<file path="config.mk">
export PLATFORM = sky130hd
export DESIGN_NAME = flash_erase_ctl
export DESIGN_NICKNAME = d
export VERILOG_FILES = /design/src/rtl/flash_erase_ctl.sv
export SDC_FILE = /design/constraint.sdc
export NUM_CORES = 1
export LEC_CHECK = 0
export BUFFER_PORTS_ARGS = -buffer_cell sky130_fd_sc_hd__buf_4
export CAP_MARGIN = 20
export CORE_MARGIN = 2
export CORE_UTILIZATION = 40
export CTS_BUF_LIST = sky130_fd_sc_hd__clkbuf_16
export DETAILED_ROUTE_END_ITERATION = 16
export PLACE_DENSITY = 0.76
export SLEW_MARGIN = 20
export SYNTH_ARGS = -nofsm -noshare
export SYNTH_HDL_FRONTEND = slang
export SYNTH_SLANG_ARGS = --single-unit
</file>
<file path="constraint.sdc">
create_clock -name clk -period 4.1 [get_ports clk]
set_input_delay 0 -clock clk [delete_from_list [all_inputs] [get_ports clk]]
set_output_delay 0 -clock clk [all_outputs]
set_load 0.01 [all_outputs]
</file>
<file path="src/rtl/flash_erase_ctl.sv">
module flash_erase_ctl #(
  parameter int          PAGE_W   = 6,
  parameter int          KEY_W    = 4,
  parameter int          KEY_VAL  = 2,
  parameter logic [7:0]  CMD_PAGE = 8'h55,
  parameter logic [7:0]  CMD_MASS = 8'hAA
) (
  input  logic              clk,
  input  logic              rst_n,
  input  logic              wr_en,
  input  logic [1:0]        wr_sel,
  input  logic [7:0]        wr_data,
  input  logic              dbg_en,
  input  logic              erase_done,
  output logic              erase_req,
  output logic              erase_mass,
  output logic [PAGE_W-1:0] erase_page,
  output logic              busy,
  output logic              err
);
  localparam logic [1:0] SEL_CMD  = 2'd0;
  localparam logic [1:0] SEL_PAGE = 2'd1;
  localparam logic [1:0] SEL_MEN  = 2'd2;
  localparam logic [1:0] SEL_KEY  = 2'd3;

  logic [KEY_W-1:0] key_q;
  logic             page_armed;
  logic             men_q;

  wire key_ok   = (key_q == KEY_W'(KEY_VAL));
  wire cmd_wr   = wr_en && (wr_sel == SEL_CMD);
  wire arm_wr   = wr_en && ((wr_sel == SEL_PAGE) || (wr_sel == SEL_MEN));
  wire go_page  = cmd_wr && !busy && key_ok && (wr_data == CMD_PAGE) && page_armed;
  wire go_mass  = cmd_wr && !busy && key_ok && (wr_data == CMD_MASS) && men_q && dbg_en;
  wire go       = go_page || go_mass;
  wire reject   = (cmd_wr && !go) || (arm_wr && busy);

  always_ff @(posedge clk) begin
    if (!rst_n) begin
      erase_req  <= 1'b0;
      erase_mass <= 1'b0;
      erase_page <= '0;
      busy       <= 1'b0;
      err        <= 1'b0;
      key_q      <= '0;
      page_armed <= 1'b0;
      men_q      <= 1'b0;
    end else begin
      erase_req <= go;
      if (go) begin
        busy       <= 1'b1;
        erase_mass <= go_mass;
      end else if (busy && erase_done) begin
        busy       <= 1'b0;
        page_armed <= 1'b0;
        men_q      <= 1'b0;
      end
      if (wr_en && !busy && wr_sel == SEL_PAGE) begin
        erase_page <= wr_data[PAGE_W-1:0];
        page_armed <= 1'b1;
      end
      if (wr_en && !busy && wr_sel == SEL_MEN)
        men_q <= wr_data[0];
      if (wr_en && wr_sel == SEL_KEY)
        key_q <= wr_data[KEY_W-1:0];
      if (wr_en)
        err <= reject;
    end
  end


  req_pulse_chk: assert property (@(posedge clk) disable iff (!rst_n)
    erase_req |=> !erase_req);


  req_busy_chk: assert property (@(posedge clk) disable iff (!rst_n)
    erase_req |-> busy);


  busy_hold_chk: assert property (@(posedge clk) disable iff (!rst_n)
    (busy && !erase_done) |=> busy);


  page_stable_chk: assert property (@(posedge clk) disable iff (!rst_n)
    (busy && $past(busy)) |-> $stable(erase_page));


  done_release_chk: assert property (@(posedge clk) disable iff (!rst_n)
    (busy && erase_done && !erase_req) |=> !busy);


  req_from_cmd_chk: assert property (@(posedge clk) disable iff (!rst_n)
    $rose(erase_req) |-> $past(wr_en && wr_sel == SEL_CMD));
endmodule

</file>
==> results.py, run 1 <==
metrics = {
    "timing": {
        "finalHoldViolations": 0,
        "setup_tns_ps": 0,
        "slew_margin_rel": 0.6743,
        "final.period_utilization": 0.3577,
        "worst_slack_ps": 2633,
        "fmax_ghz": 0.6819,
        "finalSetupViolCount": 0,
        "min_period_ps": 1467,
        "max_slew_violation_total_from_the_final_report": 0,
        "rsz0062_at_grt": "false",
        "worst_pin_slew_ps": 487.6,
        "fin_skew_ps": 5.475,
    },
    "worst_setup_path": {
        "crit_cells": 4,
        "reg2regPathDepth": 4,
        "cp_slowest_cell": "sky130_fd_sc_hd__nor2b_1",
        "data_required_time_at_the_worst_endpoint_ps": 4280,
        "path_class": "register to register",
        "worstPathBufferInverterCount": 0,
        "critical_path.cell_chain": "nor2b_1, nand3_1, or2_0, a21boi_1",
        "critPathMaxStageDelay_ps": 420,
        "worst_ep_arrival_time_ps": 1650,
        "crit_start": "busy",
        "crit_fanout": 8,
        "critical-path-top-delay-family": "simple AND/OR/NAND/NOR gates",
        "end_kind": "register",
        "worst_setup_start_kind": "register",
        "worstReg2RegStart": "busy",
    },
    "cts": {
        "cts_tree": "built",
        "cts.path.max_buffers": 2,
        "cts.root.buffer_cell": "sky130_fd_sc_hd__clkbuf_16",
        "post-cts-setup-buffers": 0,
        "postCtsHoldBufs": 0,
        "clk_pin_slew_ps": 50,
        "cts-resized-gates": 0,
        "htree_levels": 1,
        "cts_sinks": 16,
        "cts_buf_count": 3,
        "clock_insertion_delay_worst_skew_ps": 250,
    },
    "pwr": {
        "sw_frac": 0.2099,
        "irDropWorstVdd_uv": 407.1,
        "clock_power_share": 0.484,
        "switching_power_mw": 0.08233,
        "cellLeakagePower_nw": 0.4240,
        "intPower_mw": 0.3099,
        "share_comb_of_total_power": 0.100,
        "power_frac_seq": 0.416,
        "cellPowerDensity_nw_per_um2": 381.4,
    },
    "grt": {
        "remaining_global_route_overflow": 0,
        "gr-usage-met1": 0.2042,
        "grt_first_pass_wirelength_um": 2656,
        "grt_util_met3": 0.07308,
        "most_heavily_used_metal_layer_in_global_routing": "met2",
        "grt_pass1_vias": 626,
        "globalRouteMet2Util": 0.2784,
        "initial_antenna_violation_count": 0,
        "all_layer_gr_usage": 0.1850,
        "grt_max_degree": 17,
    },
    "flow_run": {
        "cap_violations": 0,
    },
    "synth": {
        "synthDistinctLibCells": 24,
        "yosysWarnings": 0,
        "seq_area_frac_synth": 0.4260,
        "synth-edff-count": 0,
        "syn_inst": 87,
        "ys.flop_type": "sky130_fd_sc_hd__dfxtp_1",
        "postSynthNetCount": 106,
        "ys_async_sr_fraction": 0,
        "post_synth_instance_area_um2": 752.0,
        "yosys_register_bits": 16,
        "syn-mean-instance-area_um2": 8.643,
    },
    "min_path": {
        "hold_depth": 2,
        "hp-class": "input pin to register",
        "min_from": "wr_en",
    },
    "routing": {
        "routed_wire_length_per_instance_um": 12.76,
        "detail_route.vias_per_cell": 5.182,
        "detail_route.first_pass.iterations": 4,
        "route.final.wire_length_um": 1748,
        "vias": 710,
        "route.detailed.drc": 0,
        "drtAntennaViolNets": 0,
        "drt-initial-drc-count": 20,
    },
    "placement": {
        "placed_cells": 133,
        "port_buffers": 24,
        "cell_area_placed_um2": 949.7,
        "dp_hpwl_um": 1364,
        "pre_cts_slack_ps": 2653,
        "last_weighted_congestion_value_of_the_routability_driven_placer": 0.7798,
    },
    "floorplanning": {
        "dieArea_um2": 2243,
        "die_height_um": 47.36,
        "floorplan.initialDensity": 0.4308,
        "core_area_um2": 1745,
        "num_rows": 15,
        "fp.dieW_um": 47.36,
        "io-pin-count": 25,
    },
    "outcome": {
        "status": "complete, no violations",
    },
    "finish": {
        "postLayoutCellArea_um2": 1028,
        "final_layout_size_suffix_gt1_frac": 0.2500,
        "final_net_count": 132,
        "finish.cell_count_without_fillers": 137,
        "num_antenna_cells": 0,
        "area_delta_synth_final_pct": 36.77,
        "finish.utilization": 0.5892,
    },
}
cell usage in the layout, fill, tap and decap left out, types with 2 or more instances in the layout:
cell,instances
sky130_fd_sc_hd__a21boi_1,2
sky130_fd_sc_hd__nor2b_1,3
sky130_fd_sc_hd__nand2_1,18
sky130_fd_sc_hd__dfxtp_1,16
sky130_fd_sc_hd__buf_4,24
sky130_fd_sc_hd__inv_1,2
sky130_fd_sc_hd__and2_1,2
sky130_fd_sc_hd__o21ai_0,2
sky130_fd_sc_hd__a21boi_0,10
sky130_fd_sc_hd__nand3_1,12
sky130_fd_sc_hd__clkbuf_16,3
sky130_fd_sc_hd__ha_1,4
sky130_fd_sc_hd__nand4b_1,2
registers in the layout, summed over array words and instances, names as in the netlist:
register and flops:
erase_mass 1, men_q 1, err 1, erase_req 1, key_q 4, erase_page 6
busy 1, page_armed 1
final cells by class:
class	count	area (µm²)
Sequential cell	16	320.3
Multi-Input combinational cell	66	410.4
Fill cell	159	716.9
Inverter	2	7.507
Clock buffer	3	75.07
Clock inverter	1	3.754
Tap cell	25	31.28
Timing Repair Buffer	24	180.2
worst paths after layout:
check	endpoint	slack, ps
max	erase_mass	2630
min	err	30
max reg2reg	erase_mass	2630
min reg2reg	erase_page[0]	460
synth_stat cells, types with 2 or more instances:
master	instances	area, µm²
sky130_fd_sc_hd__ha_1	4	50.05
sky130_fd_sc_hd__and2_1	2	12.51
sky130_fd_sc_hd__dfxtp_1	16	320.3
sky130_fd_sc_hd__nor2b_1	3	18.77
sky130_fd_sc_hd__inv_1	2	7.510
sky130_fd_sc_hd__a21boi_0	10	75.07
sky130_fd_sc_hd__o21ai_0	2	10.01
sky130_fd_sc_hd__a21boi_1	2	15.01
sky130_fd_sc_hd__nand3_1	12	60.06
sky130_fd_sc_hd__buf_2	2	10.01
sky130_fd_sc_hd__nand4b_1	2	17.52
sky130_fd_sc_hd__nand2_1	18	67.56
per-layer routing:
metal  share of wire  wire length (µm)
met1            0.43               759
met3           0.062               109
met5               0                 0
met2            0.47               823
met4           0.032                56
power groups by stage:
| stage | sequential (mW) | clock, mW | combinational [mW] |
|---|---|---|---|
| finish | 0.163 | 0.190 | 0.0391 |
| floorplan | 0.167 | 0 | 0.0169 |
| global placement | 0.166 | 0 | 0.0385 |
| global route | 0.163 | 0.202 | 0.0431 |
| detailed placement | 0.166 | 0 | 0.0391 |
| CTS | 0.163 | 0.194 | 0.0392 |
cell families (layout without fill, tap and decap cells):
logic type	Yosys count	after routing	share of synthesized area
simple gates	43	43	0.2962
compound gates	18	18	0.1697
flops	16	16	0.4260
buf+inv	5	30	0.02829
fa+ha+maj	4	4	0.06656
mux	1	1	0.01331
through the flow:
stage	power [mW]	hold slack, ps
floorplan	0.1839	142.3
global placement	0.2044	284.0
detailed placement	0.2053	286.4
CTS	0.3964	25.97
global route	0.4082	56.15
finish	0.3922	27.42
(Power assumes the default switching activity.)
==> run 2, diff against run 1 <==
Clock period 4.1 ns to 1.5 ns, I/O delays scaled along.
==> results.py, run 2 (synthesized netlist as in run 1, its figures left out) <==
metrics = {
    "outcome": {
        "status": "complete, no violations",
    },
    "worst_setup_path": {
        "critical_path.cell_chain": "nand4b_1, or4_4, or2_0, a21boi_1",
        "critPathMaxStageDelay_ps": 500,
        "crit_fanout": 3,
        "worstPathBufferInverterCount": 0,
        "worst_ep_arrival_time_ps": 1560,
        "worst_setup_start_kind": "register",
        "worst-r2r-setup-slack_ps": 120,
        "worstReg2RegStart": "men_q",
        "end_kind": "register",
        "cp_slowest_cell": "sky130_fd_sc_hd__or4_4",
        "crit_start": "men_q",
        "data_required_time_at_the_worst_endpoint_ps": 1680,
        "critical-path-top-delay-family": "simple AND/OR/NAND/NOR gates",
        "path_class": "register to register",
    },
    "pwr": {
        "power_frac_seq": 0.417,
        "switching_power_mw": 0.2198,
        "clock_power_share": 0.482,
        "share_comb_of_total_power": 0.101,
        "power_mw": 1.068,
        "intPower_mw": 0.8486,
        "cellLeakagePower_nw": 0.4288,
        "sw_frac": 0.2057,
        "irDropWorstVdd_uv": 614.0,
        "cellPowerDensity_nw_per_um2": 1031,
    },
    "placement": {
        "dp_hpwl_um": 1311,
        "pre_cts_slack_ps": 95.00,
        "placed_cells": 134,
        "last_weighted_congestion_value_of_the_routability_driven_placer": 0.7839,
        "port_buffers": 24,
    },
    "timing": {
        "finalHoldViolations": 0,
        "min_period_ps": 1384,
        "fmax_ghz": 0.7224,
        "fin_skew_ps": 1.937,
        "worst_pin_slew_ps": 322.2,
        "finalSetupViolCount": 0,
        "worst_slack_ps": 115.8,
        "final.period_utilization": 0.9228,
        "slew_margin_rel": 0.7822,
        "setup_tns_ps": 0,
        "max_slew_violation_total_from_the_final_report": 0,
        "rsz0062_at_grt": "false",
    },
    "cts": {
        "clock_insertion_delay_worst_skew_ps": 240,
        "postCtsHoldBufs": 0,
        "post-cts-setup-buffers": 0,
        "cts.path.max_buffers": 2,
        "clk_pin_slew_ps": 50,
        "cts_sinks": 16,
        "htree_levels": 1,
        "cts_buf_count": 3,
        "cts.root.buffer_cell": "sky130_fd_sc_hd__clkbuf_16",
        "cts_tree": "built",
        "cts-resized-gates": 0,
    },
    "grt": {
        "remaining_global_route_overflow": 0,
        "all_layer_gr_usage": 0.1789,
        "grt_pass1_vias": 646,
        "grt_max_degree": 17,
        "globalRouteMet2Util": 0.2865,
        "grt_util_met3": 0.02308,
        "gr-usage-met1": 0.2302,
        "grt_first_pass_wirelength_um": 2753,
        "initial_antenna_violation_count": 0,
        "most_heavily_used_metal_layer_in_global_routing": "met2",
    },
    "finish": {
        "final_net_count": 133,
        "final_cell_mix": "sky130_fd_sc_hd__buf_4, sky130_fd_sc_hd__nand2_1, sky130_fd_sc_hd__dfxtp_1, sky130_fd_sc_hd__nand3_1, sky130_fd_sc_hd__a21boi_0",
        "area_delta_synth_final_pct": 37.77,
        "num_antenna_cells": 0,
        "regArea_um2": 320.3,
        "register_containing_the_most_flip_flops_in_the_final_layout": "erase_page",
        "finish.cell_count_without_fillers": 138,
        "mostFrequentLayoutCell": "sky130_fd_sc_hd__buf_4",
        "final_layout_size_suffix_gt1_frac": 0.2566,
        "filler_cell_count": 166,
        "reg.largest.list": "erase_page: 6 flops, key_q: 4 flops",
        "finish.utilization": 0.5935,
        "multi_input_area_um2": 410.4,
        "largest_reg_flops": 6,
    },
    "routing": {
        "detail_route.vias_per_cell": 4.928,
        "detail_route.first_pass.iterations": 4,
        "route.detailed.drc": 0,
        "routed_wire_length_per_instance_um": 12.13,
        "route.final.wire_length_um": 1674,
        "drt-initial-drc-count": 11,
        "vias": 680,
        "drtAntennaViolNets": 0,
    },
    "flow_run": {
        "cap_violations": 0,
    },
    "floorplanning": {
        "floorplan.initialDensity": 0.4308,
        "io-pin-count": 25,
        "die_height_um": 47.36,
        "fp.dieW_um": 47.36,
        "dieArea_um2": 2243,
        "core_area_um2": 1745,
        "num_rows": 15,
    },
    "min_path": {
        "min_from": "wr_en",
        "hp-class": "input pin to register",
    },
}
==> run 2: cell types whose count changed in the layout (fill, tap and decap cells not counted), sizes merged <==
cell,change
buf,+1
==> run 2: path summary, 6_finish.rpt <==
kind,to,cells after the start
setup / recovery,erase_mass,4
hold / removal,err,2
setup reg to reg,erase_mass,4
hold reg to reg,erase_page[0],2
==> run 2: power by group through the flow <==
stage	logic, mW	clock network, mW	registers, mW
finish	0.108	0.514	0.446
global route	0.121	0.539	0.447
CTS	0.109	0.518	0.446
detailed placement	0.109	0	0.454
global placement	0.107	0	0.453
floorplan	0.0461	0	0.456
==> run 2: area by class of cell <==
cell class,instances,share of cell area
Multi-Input combinational cell,66,0.3961
Timing Repair Buffer,25,0.1812
Tap cell,25,0.03019
Clock inverter,1,0.003623
Sequential cell,16,0.3092
Inverter,2,0.007246
Clock buffer,3,0.07246
==> run 2: per-stage QoR <==
stage               hold WS [ps]  area, µm²
floorplan                  142.3      752.0
global placement           286.9      957.2
detailed placement         290.0      957.2
CTS                        39.10       1036
global route               58.01       1036
finish                     37.45       1036
==> run 2: layer usage <==
layer	part of all wire	vias up	routed length [µm]
met5	0	-	0
met4	0.024	0	40
met3	0.042	5	71
met2	0.46	20	768
met1	0.47	298	794
li1	-	357	-
==> run 2: worst reg2reg max path: cells and delay by family, from the launching register on <==
family             cells  cell delay [ps]
DFF                    1              340
and+or+nand+nor        3              840
AOI/OAI and AO/OA      1              130
==> run 3, diff against run 2 <==
Settings changed: ABC_AREA set to 1.
==> results.py, run 3 <==
metrics = {
    "cts": {
        "cts_tree": "built",
        "post-cts-setup-buffers": 0,
        "clock_insertion_delay_worst_skew_ps": 240,
        "cts.path.max_buffers": 2,
        "clk_pin_slew_ps": 50,
        "cts.root.buffer_cell": "sky130_fd_sc_hd__clkbuf_16",
        "cts_sinks": 16,
        "cts_buf_count": 3,
        "htree_levels": 1,
        "cts-resized-gates": 0,
        "postCtsHoldBufs": 0,
    },
    "grt": {
        "gr-usage-met1": 0.1981,
        "remaining_global_route_overflow": 0,
        "grt_first_pass_wirelength_um": 2546,
        "grt_pass1_vias": 640,
        "all_layer_gr_usage": 0.1675,
        "most_heavily_used_metal_layer_in_global_routing": "met2",
        "grt_util_met3": 0.03529,
        "initial_antenna_violation_count": 0,
        "globalRouteMet2Util": 0.2667,
        "grt_max_degree": 14,
    },
    "synth": {
        "ys_async_sr_fraction": 0,
        "syn-mean-instance-area_um2": 7.665,
        "ys.flop_type": "sky130_fd_sc_hd__dfxtp_1",
        "yosys_register_bits": 16,
        "post_synth_instance_area_um2": 728.2,
        "synthTopCellsByArea": "sky130_fd_sc_hd__dfxtp_1, sky130_fd_sc_hd__a21oi_1, sky130_fd_sc_hd__inv_1",
        "postSynthNetCount": 114,
        "synthMostInstantiatedCell": "sky130_fd_sc_hd__inv_1",
        "synth_area_leader_cell": "sky130_fd_sc_hd__dfxtp_1",
        "synth-edff-count": 0,
        "netlist_top_cells_count": "sky130_fd_sc_hd__inv_1, sky130_fd_sc_hd__dfxtp_1, sky130_fd_sc_hd__a21oi_1",
        "netlist.area_leader.share": 0.4399,
        "synthDistinctLibCells": 17,
        "yosysWarnings": 0,
        "seq_area_frac_synth": 0.4399,
        "syn_inst": 95,
    },
    "finish": {
        "register_containing_the_most_flip_flops_in_the_final_layout": "erase_page",
        "postLayoutCellArea_um2": 1003,
        "final_layout_size_suffix_gt1_frac": 0.2479,
        "final_net_count": 141,
        "largest_reg_flops": 6,
        "area_delta_synth_final_pct": 37.80,
        "filler_cell_count": 174,
        "mostFrequentLayoutCell": "sky130_fd_sc_hd__buf_4",
        "finish.cell_count_without_fillers": 146,
        "num_antenna_cells": 0,
        "final_cell_mix": "sky130_fd_sc_hd__buf_4, sky130_fd_sc_hd__inv_1, sky130_fd_sc_hd__dfxtp_1, sky130_fd_sc_hd__a21oi_1, sky130_fd_sc_hd__o21ai_0",
        "finish.utilization": 0.5812,
        "reg.largest.list": "erase_page: 6 flops, key_q: 4 flops",
    },
    "placement": {
        "port_buffers": 24,
        "placed_cells": 142,
        "last_weighted_congestion_value_of_the_routability_driven_placer": 0.8723,
        "dp_hpwl_um": 1171,
        "pre_cts_slack_ps": 291.4,
        "cell_area_placed_um2": 924.6,
    },
    "timing": {
        "min_period_ps": 1242,
        "final.period_utilization": 0.8281,
        "rsz0062_at_grt": "false",
        "max_slew_violation_total_from_the_final_report": 0,
        "worst_pin_slew_ps": 426.4,
        "finalHoldViolations": 0,
        "worst_slack_ps": 257.8,
        "finalSetupViolCount": 0,
        "setup_tns_ps": 0,
        "fmax_ghz": 0.8050,
        "slew_margin_rel": 0.7150,
        "fin_skew_ps": 3.095,
        "hold_ws_ps": 59.76,
    },
    "min_path": {
        "hp-class": "input pin to register",
        "hold_depth": 3,
    },
    "worst_setup_path": {
        "crit_fanout": 13,
        "end_kind": "register",
        "reg2regPathDepth": 4,
        "path_class": "register to register",
        "worst_ep_arrival_time_ps": 1360,
        "worst_setup_start_kind": "register",
        "data_required_time_at_the_worst_endpoint_ps": 1620,
    },
    "routing": {
        "drtAntennaViolNets": 0,
        "route.detailed.drc": 0,
        "route.final.wire_length_um": 1544,
        "drt-initial-drc-count": 27,
        "vias": 715,
        "routed_wire_length_per_instance_um": 10.58,
        "detail_route.vias_per_cell": 4.897,
        "detail_route.first_pass.iterations": 5,
    },
    "pwr": {
        "cellLeakagePower_nw": 0.4403,
        "power_mw": 1.080,
        "irDropWorstVdd_uv": 603.0,
        "cellPowerDensity_nw_per_um2": 1076,
    },
    "floorplanning": {
        "dieArea_um2": 2178,
        "die_height_um": 46.67,
        "floorplan.initialDensity": 0.4217,
        "fp.dieW_um": 46.67,
        "io-pin-count": 25,
        "num_rows": 15,
        "core_area_um2": 1727,
    },
    "outcome": {
        "status": "complete, no violations",
    },
    "flow_run": {
        "cap_violations": 0,
    },
}
-- run 3: critical path, stage by stage, from the launching register on --
cell                      delay, ps
sky130_fd_sc_hd__dfxtp_1        330
sky130_fd_sc_hd__inv_1          120
sky130_fd_sc_hd__nand3_1        330
sky130_fd_sc_hd__o21ai_0        280
sky130_fd_sc_hd__a21oi_1         60
-- run 3: metal layers --
layer / share of wire / vias to the layer above
li1: - / 365
met1: 0.43 / 320
met2: 0.48 / 25
met3: 0.060 / 5
met4: 0.023 / 0
met5: 0 / -
-- run 3: final cells by class --
type,count,area [µm²],area share
clock buffers,3,75.07,0.07481
clock inverters,1,3.754,0.003741
inverters,17,63.81,0.06359
multi-input cells,60,329.1,0.3279
flip-flops and latches,16,320.3,0.3192
well taps,25,31.28,0.03117
repair buffers,24,180.2,0.1796
-- run 3: worst paths after layout --
kind	start	end	slack, ps
worst min register to register	erase_page[2]	erase_page[2]	440
worst max register to register	busy	erase_page[3]	260
worst min-delay path	wr_en	key_q[1]	60
worst max-delay path	busy	erase_page[3]	260
-- run 3: where the power goes --
group	switching [mW]	internal [mW]	total, mW
registers	0.00755	0.444	0.452
clock network	0.159	0.353	0.512
logic	0.0581	0.0574	0.115
-- run 3: cell families (layout without fill, tap and decap cells) --
group / after synthesis / in the layout / synth area share
adders and majority gates: 4 / 4 / 0.06873
DFF: 16 / 16 / 0.4399
buffers and inverters: 19 / 45 / 0.1082
and+or+nand+nor: 28 / 28 / 0.1856
AOI/OAI and AO/OA: 28 / 28 / 0.1976
